[config.mk]
export PLATFORM = sky130hd
export DESIGN_NAME = lp_sleep_ctrl
export DESIGN_NICKNAME = d
export VERILOG_FILES = /design/src/rtl/lp_sleep_pkg.sv /design/src/rtl/lp_sync.sv /design/src/rtl/lp_phase_fsm.sv /design/src/rtl/lp_guard.sv /design/src/rtl/lp_sleep_ctrl.sv
export SDC_FILE = /design/constraint.sdc
export NUM_CORES = 1
export LEC_CHECK = 0
export CAP_MARGIN = 30
export CELL_PAD_IN_SITES_DETAIL_PLACEMENT = 0
export CELL_PAD_IN_SITES_GLOBAL_PLACEMENT = 1
export CORE_AREA = 2 2 39 41
export DETAILED_ROUTE_END_ITERATION = 8
export DIE_AREA = 0 0 41 43
export PLACE_DENSITY_LB_ADDON = 0.1
export SLEW_MARGIN = 20
export SYNTH_ARGS = -nofsm -noshare
export SYNTH_HDL_FRONTEND = slang
export SYNTH_SLANG_ARGS = --single-unit
[constraint.sdc]
create_clock -name clk -period 2.8 [get_ports clk]
set_clock_uncertainty 0.1 [all_clocks]
set_input_delay 0.42 -clock clk [delete_from_list [all_inputs] [get_ports clk]]
set_output_delay 0.42 -clock clk [all_outputs]
set_load 0.02 [all_outputs]
[src/rtl/lp_sleep_pkg.sv]
package lp_sleep_pkg;

  typedef enum logic [1:0] {
    PH_AWAKE  = 2'd0,
    PH_ENTER  = 2'd1,
    PH_ASLEEP = 2'd2,
    PH_EXIT   = 2'd3
  } phase_e;

  // Width of a counter that has to reach max(a,b)-1.
  function automatic int cnt_bits(input int a, input int b);
    int m;
    m = (a > b) ? a : b;
    return (m < 3) ? 1 : $clog2(m);
  endfunction

  // Phase transition; last marks the final cycle of a timed window.
  function automatic phase_e next_phase(input phase_e cur, input logic req,
                                        input logic last);
    phase_e nx;
    nx = cur;
    case (cur)
      PH_AWAKE:  if (req) nx = PH_ENTER;
      PH_ENTER:  if (last) nx = PH_ASLEEP;
      PH_ASLEEP: if (!req) nx = PH_EXIT;
      PH_EXIT:   if (req) nx = PH_ASLEEP;
                 else if (last) nx = PH_AWAKE;
      default:   nx = PH_AWAKE;
    endcase
    return nx;
  endfunction

  // A violation: the memory is touched while it should be left alone.
  function automatic logic is_violation(input logic touch, input logic req,
                                        input phase_e cur);
    return touch && (req || (cur == PH_EXIT));
  endfunction

endpackage

[src/rtl/lp_sync.sv]
module lp_sync #(
  parameter int STAGES = 2
) (
  input  logic clk,
  input  logic rst_n,
  input  logic d,
  output logic q
);
  logic [STAGES-1:0] chain;

  for (genvar i = 0; i < STAGES; i++) begin : g_stage
    if (i == 0) begin : g_first
      always_ff @(posedge clk or negedge rst_n)
        if (!rst_n) chain[0] <= 1'b0;
        else        chain[0] <= d;
    end else begin : g_rest
      always_ff @(posedge clk or negedge rst_n)
        if (!rst_n) chain[i] <= 1'b0;
        else        chain[i] <= chain[i-1];
    end
  end

  assign q = chain[STAGES-1];
endmodule

[src/rtl/lp_phase_fsm.sv]
module lp_phase_fsm
  import lp_sleep_pkg::*;
#(
  parameter int ENTRY_CYCLES = 2,
  parameter int EXIT_CYCLES  = 2
) (
  input  logic   clk,
  input  logic   rst_n,
  input  logic   req_s,
  output phase_e phase_q,
  output logic   win_last
);
  localparam int CNT_W = cnt_bits(ENTRY_CYCLES, EXIT_CYCLES);
  localparam logic [CNT_W-1:0] ENTRY_LAST = CNT_W'(ENTRY_CYCLES - 1);
  localparam logic [CNT_W-1:0] EXIT_LAST  = CNT_W'(EXIT_CYCLES - 1);

  logic [CNT_W-1:0] cnt_q;
  phase_e           phase_d;

  always_comb begin
    win_last = 1'b0;
    if (phase_q == PH_ENTER) win_last = (cnt_q == ENTRY_LAST);
    if (phase_q == PH_EXIT)  win_last = (cnt_q == EXIT_LAST);
  end

  assign phase_d = next_phase(phase_q, req_s, win_last);

  always_ff @(posedge clk or negedge rst_n) begin
    if (!rst_n) begin
      phase_q <= PH_AWAKE;
      cnt_q   <= '0;
    end else begin
      phase_q <= phase_d;
      if (phase_d != phase_q) cnt_q <= '0;
      else if (!win_last)     cnt_q <= cnt_q + 1'b1;
    end
  end
endmodule

[src/rtl/lp_guard.sv]
module lp_guard
  import lp_sleep_pkg::*;
(
  input  logic   clk,
  input  logic   rst_n,
  input  logic   dev_sel,
  input  logic   addr_strobe,
  input  logic   req_s,
  input  phase_e phase_q,
  output logic   err_q
);
  logic touch;
  assign touch = dev_sel | addr_strobe;

  always_ff @(posedge clk or negedge rst_n)
    if (!rst_n) err_q <= 1'b0;
    else        err_q <= is_violation(touch, req_s, phase_q);
endmodule

[src/rtl/lp_sleep_ctrl.sv]
module lp_sleep_ctrl
  import lp_sleep_pkg::*;
#(
  parameter int SYNC_STAGES  = 2,
  parameter int ENTRY_CYCLES = 2,
  parameter int EXIT_CYCLES  = 2
) (
  input  logic       clk,
  input  logic       rst_n,
  input  logic       sleep_pin,
  input  logic       dev_sel,
  input  logic       addr_strobe,
  output logic [1:0] phase_o,
  output logic       access_en,
  output logic       power_down,
  output logic       start_ok,
  output logic       proto_err
);
  logic   req_sync;
  phase_e state_q;
  logic   win_last;

  lp_sync #(.STAGES(SYNC_STAGES)) sync_i (
    .clk(clk), .rst_n(rst_n), .d(sleep_pin), .q(req_sync)
  );

  lp_phase_fsm #(.ENTRY_CYCLES(ENTRY_CYCLES), .EXIT_CYCLES(EXIT_CYCLES)) fsm_i (
    .clk(clk), .rst_n(rst_n), .req_s(req_sync),
    .phase_q(state_q), .win_last(win_last)
  );

  lp_guard guard_i (
    .clk(clk), .rst_n(rst_n), .dev_sel(dev_sel), .addr_strobe(addr_strobe),
    .req_s(req_sync), .phase_q(state_q), .err_q(proto_err)
  );

  assign phase_o    = state_q;
  assign access_en  = (state_q == PH_AWAKE);
  assign power_down = (state_q == PH_ASLEEP);
  assign start_ok   = dev_sel & addr_strobe & access_en;
endmodule

After elaboration in Yosys (flattened, before gate mapping)
Index checks and enable logic that the tools add are counted.
{ "totals": {"regBits": 6, "in_bits": 5, "output_inout_bits": 6, "wordCells": 27} }
{ "op_classes": {"addsub": 1, "n_eq_ne": 5, "n_mux": 10, "n_bitwise": 3, "n_reduce_logical": 3} }
{ "op_table": {"columns": ["cell", "n"], "rows": [
  ["2-to-1 mux 2 bit", 5],
  ["case mux 2 bit (4 select lines)", 1],
  ["equality test 2 bit, second input constant", 2],
  ["2-to-1 mux 1 bit", 4],
  ["AND 1 bit", 2],
  ["equality test 2 x 1 -> 1 bit, second input constant", 1],
  ["zero test 2 bit", 1],
  ["!= test 2 bit", 1],
  ["!= test 2 bit, second input constant", 1],
  ["adder 1 bit, second input constant", 1],
  ["logical AND 1 bit", 1],
  ["logical OR 1 bit", 1],
  ["bitwise OR 1 bit", 1]
]} }

Logic depth before layout (Yosys ltp)
{ "logic_depth": {"ltp_word": 8, "ltp_mapped": 3, "ltp_nobuf": 2} }

Hierarchy
Synthesis repeated with hierarchy kept, for this count alone.
{ "hier_totals": {"hier_cells": 21, "area_unflattened_um2": 247.7} }
{ "modules_own_cells": {"columns": ["module", "instances", "cells_each", "area_each_um2", "seq_area_each_um2"], "rows": [
  ["lp_phase_fsm", 1, 12, 135.1, 75.1],
  ["lp_sync", 1, 2, 50.0, 50.0],
  ["lp_guard", 1, 4, 37.5, 25.0],
  ["lp_sleep_ctrl", 1, 3, 25.0, 0.0]
]} }

Worst setup path after synthesis
Ideal clock, no wire load.
{ "synth_timing": {"kind": "reg2out", "start": "reg fsm_i.phase_q[0]", "end": "out start_ok", "arrival_time_ps": 1254, "setup_slack_ps": 1026, "stages_incl_launch_ff": 4, "path_cell_list": "dfrtp_1 > buf_6 > nor2_1 > and3_1"} }
{ "synth_between": {"elab_chain_len": 2} }
{ "synth_lines": {"columns": ["element", "line_no", "rtl"], "rows": [
  ["start, declared", "lp_phase_fsm.sv:10", "output phase_e phase_q,"],
  ["start signal, assigned", "lp_phase_fsm.sv:33", "phase_q <= phase_d;"],
  ["zero test 2 bit", "lp_sleep_ctrl.sv:38", "assign access_en = (state_q == PH_AWAKE);"],
  ["net access_en", "lp_sleep_ctrl.sv:14", "output logic access_en,"],
  ["AND 1 bit", "lp_sleep_ctrl.sv:40", "assign start_ok = dev_sel & addr_strobe & access_en;"],
  ["end, declared", "lp_sleep_ctrl.sv:16", "output logic start_ok,"]
]} }
The timed path passes the listed nets, and every way through them passes these cells.

Final worst setup path
{ "layout_timing": {"start": "in dev_sel", "end": "out start_ok"} }
{ "layout_between": {"elab_chain_len": 2} }
{ "layout_lines": {"columns": ["element", "line_no", "rtl"], "rows": [
  ["start, declared", "lp_sleep_ctrl.sv:11", "input logic dev_sel,"],
  ["AND 1 bit (2 in a row)", "lp_sleep_ctrl.sv:40", null]
]} }
No other way between the ends.

==> summary.md <==
| Metric | Value |
|---|---|
| RSZ-0062 raised after global routing | false |
| Fin Setup TNS | 0 ns |
| Final worst path period share | 77.6% |
| Synth Warn # | 0 |
| Net Sw Frac | 37.0% |
| Die area | 1760 µm² |
| Maximum clock rate | 0.460 GHz |
| Power Total | 0.416 mW |
| FP Rows | 14 |
| Worst endpoint required time | 2.28 ns |
| Filler Cell Count | 152 |
| WL met1 | 237 µm |
| Clock transition at path regs | 0.04 ns |
| CP Class | in -> out |
| Drt pass-1 iters | 3 |
| Met2 Wirelength | 273 µm |
| DR vias/cell | 4.10 |
| Worst Max-Slew Pin Slew | 0.272 ns |
| Most common cell after layout, fill and taps aside | clkdlybuf4s50_1 |
| Netlist cell types | 14 |
| GR Util All Layers | 7.40% |
| First-pass GRT wire length | 834 µm |
| Logic pwr share | 44.8% |
| ANT nets after route | 0 |
| Min Tclk post-route | 2.17 ns |
| Flops & latches, synth | 6 |
| Metal3 WL | 15 µm |
| Power per Cell Area | 1050 nW/µm² |
| Num CTS Buffers | 3 |
| Layout cells sized above 1 | 14.3% |
| Commonest non-fill, non-tap cells in the layout | 10 x clkdlybuf4s50_1, 6 x dfrtp_1, 3 x nor2_1, 3 x clkbuf_4 |
| Layout Nets | 42 |
| Critical-path top delay cell | clkdlybuf4s50_1 |
| Initial core utilization | 19.1% |
| Routed WL per cell | 10.3 µm |
| Max Cap Viol | 0 |
| Endpoints failing hold | 0 |
| Syn Nets | 28 |
| 1st-iter DRT viols | 3 |
| Int Pwr | 0.262 mW |
| Sw power | 0.154 mW |
| Seq/Total Area, Yosys | 56.9% |
| Tightest Hold Check Type | reg -> reg |
| Sequential Power Share | 36.9% |
| Worst EP arrival | 1.65 ns |
| Root buf cell | clkbuf_4 |
| Leak | 0.159 nW |
| Post-Route WL | 527 µm |
| Status | finished, final reports clean |
| CTS Sinks | 6 |
| Top layer in use | met3 |
| DIE WIDTH | 41 µm |
| Maximum VDD drop | 0.000286 V |
| Pin count of the biggest net entering global routing | 11 |
| Post-Syn Area | 264 µm² |
| Post-CTS setup buffers | 0 |
| CP startpoint kind | input pin |
| Post-route DRC | 0 |
| Vias in the first global route | 211 |
| Slew margin rel. | 81.8% |
| ANT cells | 0 |
| CTS tree | done |
| Slew Limit Fails | 0 |
| Congestion Overflow GR | 0 |
| Clock buffer depth | 2 |
| Syn Area/Cell | 11.5 µm² |
| Area of the core | 1380 µm² |
| Hold-fix buffers, CTS | 0 |
| I/O pins | 11 |
| GPL Wtd Cong | 0.583 |
| Clk Latency, worst-skew pair | 0.24 ns |
| Worst-path fanout max | 2 |
| CP most frequent cell | clkdlybuf4s50_1 |
| Clock power frac | 18.2% |
| Gate Count Post-Synth | 23 |
| Area Growth Syn to Fin | 49.8% |
| Die H | 43 µm |
| # port buffers | 10 |
| Slowest stage delay, CP | 0.60 ns |
| CTS-repair resized insts | 0 |
| Initial antenna violation count | 0 |
| # setup viols final | 0 |
| Chain of cells forming the critical path | clkdlybuf4s50_1, and3_1, clkdlybuf4s50_1 |
| CP endpoint kind | output port |
| Via Count | 209 |
| H-tree depth | 1 |
==> power by group through the flow <==
stage	registers [mW]	logic, mW	clock network (mW)
after floorplan	0.159	0.111	0
after global placement	0.155	0.190	0
after detailed placement	0.157	0.190	0
after CTS	0.156	0.190	0.0819
after global routing	0.162	0.200	0.0856
final	0.154	0.186	0.0758
==> sequential cells by signal, summed over array words and instances, names as in the netlist <==
name	cells
sync_i.q	1
sync_i.chain	1
guard_i.err_q	1
fsm_i.cnt_q	1
fsm_i.phase_q	2
==> worst max-delay path, delay by kind of cell <==
| kind | cells | cell delay [ns] |
|---|---|---|
| buffers and inverters | 2 | 1.08 |
| AND/OR/NAND/NOR | 1 | 0.15 |
==> path summary, 6_finish.rpt <==
path                                            start                         end  slack [ns]  cells after the start
max in group asynchronous                       rst_n  fsm_i.phase_q[0]$_DFF_PN0_        2.08                      1
min reg2reg                 sync_i.chain[0]$_DFF_PN0_          sync_i.q$_DFF_PN0_        0.24                      0
min                         sync_i.chain[0]$_DFF_PN0_          sync_i.q$_DFF_PN0_        0.24                      0
max                                           dev_sel                    start_ok        0.63                      3
max reg2reg                fsm_i.phase_q[0]$_DFF_PN0_     fsm_i.cnt_q$_DFFE_PN0P_        1.66                      2
min in group asynchronous                       rst_n     guard_i.err_q$_DFF_PN0_        0.31                      1
==> cell type report <==
cell class                 count  area, µm²  share of cell area (%)
clock buffer                   3       22.5                    5.70
multi-input combinational     16        103                    25.9
sequential                     6        150                    38.0
tap                           16       20.0                    5.06
timing repair buffer          10        100                    25.3
==> per-layer routing <==
layer	global-route usage (%)	vias up
li1	-	106
met1	8.94	99
met2	9.69	4
met3	1.57	0
met4	8.00	0
met5	0	-
==> metrics by stage <==
step / utilization, % / hold WS [ns] / std cells / instance area [µm²] / setup WS, ns
6_report: 28.6 / 0.242 / 51 / 395 / 0.626
5_1_grt: 28.6 / 0.255 / 51 / 395 / 0.553
4_1_cts: 28.6 / 0.246 / 51 / 395 / 0.627
3_5_place_dp: 26.9 / 0.239 / 48 / 373 / 0.634
3_3_place_gp: 26.9 / 0.235 / 48 / 373 / 0.656
2_1_floorplan: - / 0.0244 / 23 / 264 / 1.03
==> cell families (layout without fill, tap and decap cells) <==
group	count (synthesis)	count (layout)	share of synthesized area, %
AO/OA/AOI/OAI	5	5	15.2
buffers and inverters	1	13	4.27
flip-flops	6	6	56.9
AND/OR/NAND/NOR	11	11	23.7
==> synth_stat cells <==
cell	n	share of area, %
dfrtp_1	6	57
nor2_1	3	4.3
a21oi_1	2	3.8
nor2b_1	2	4.7
a211oi_1	1	2.8
a31oi_1	1	2.4
and2_1	1	2.4
and2b_2	1	3.3
and3_1	1	2.4
buf_6	1	4.3
nand2b_1	1	2.4
nor3_1	1	1.9
o32ai_2	1	6.2
or2_0	1	2.4
Power figures use the tool's default switching activity.
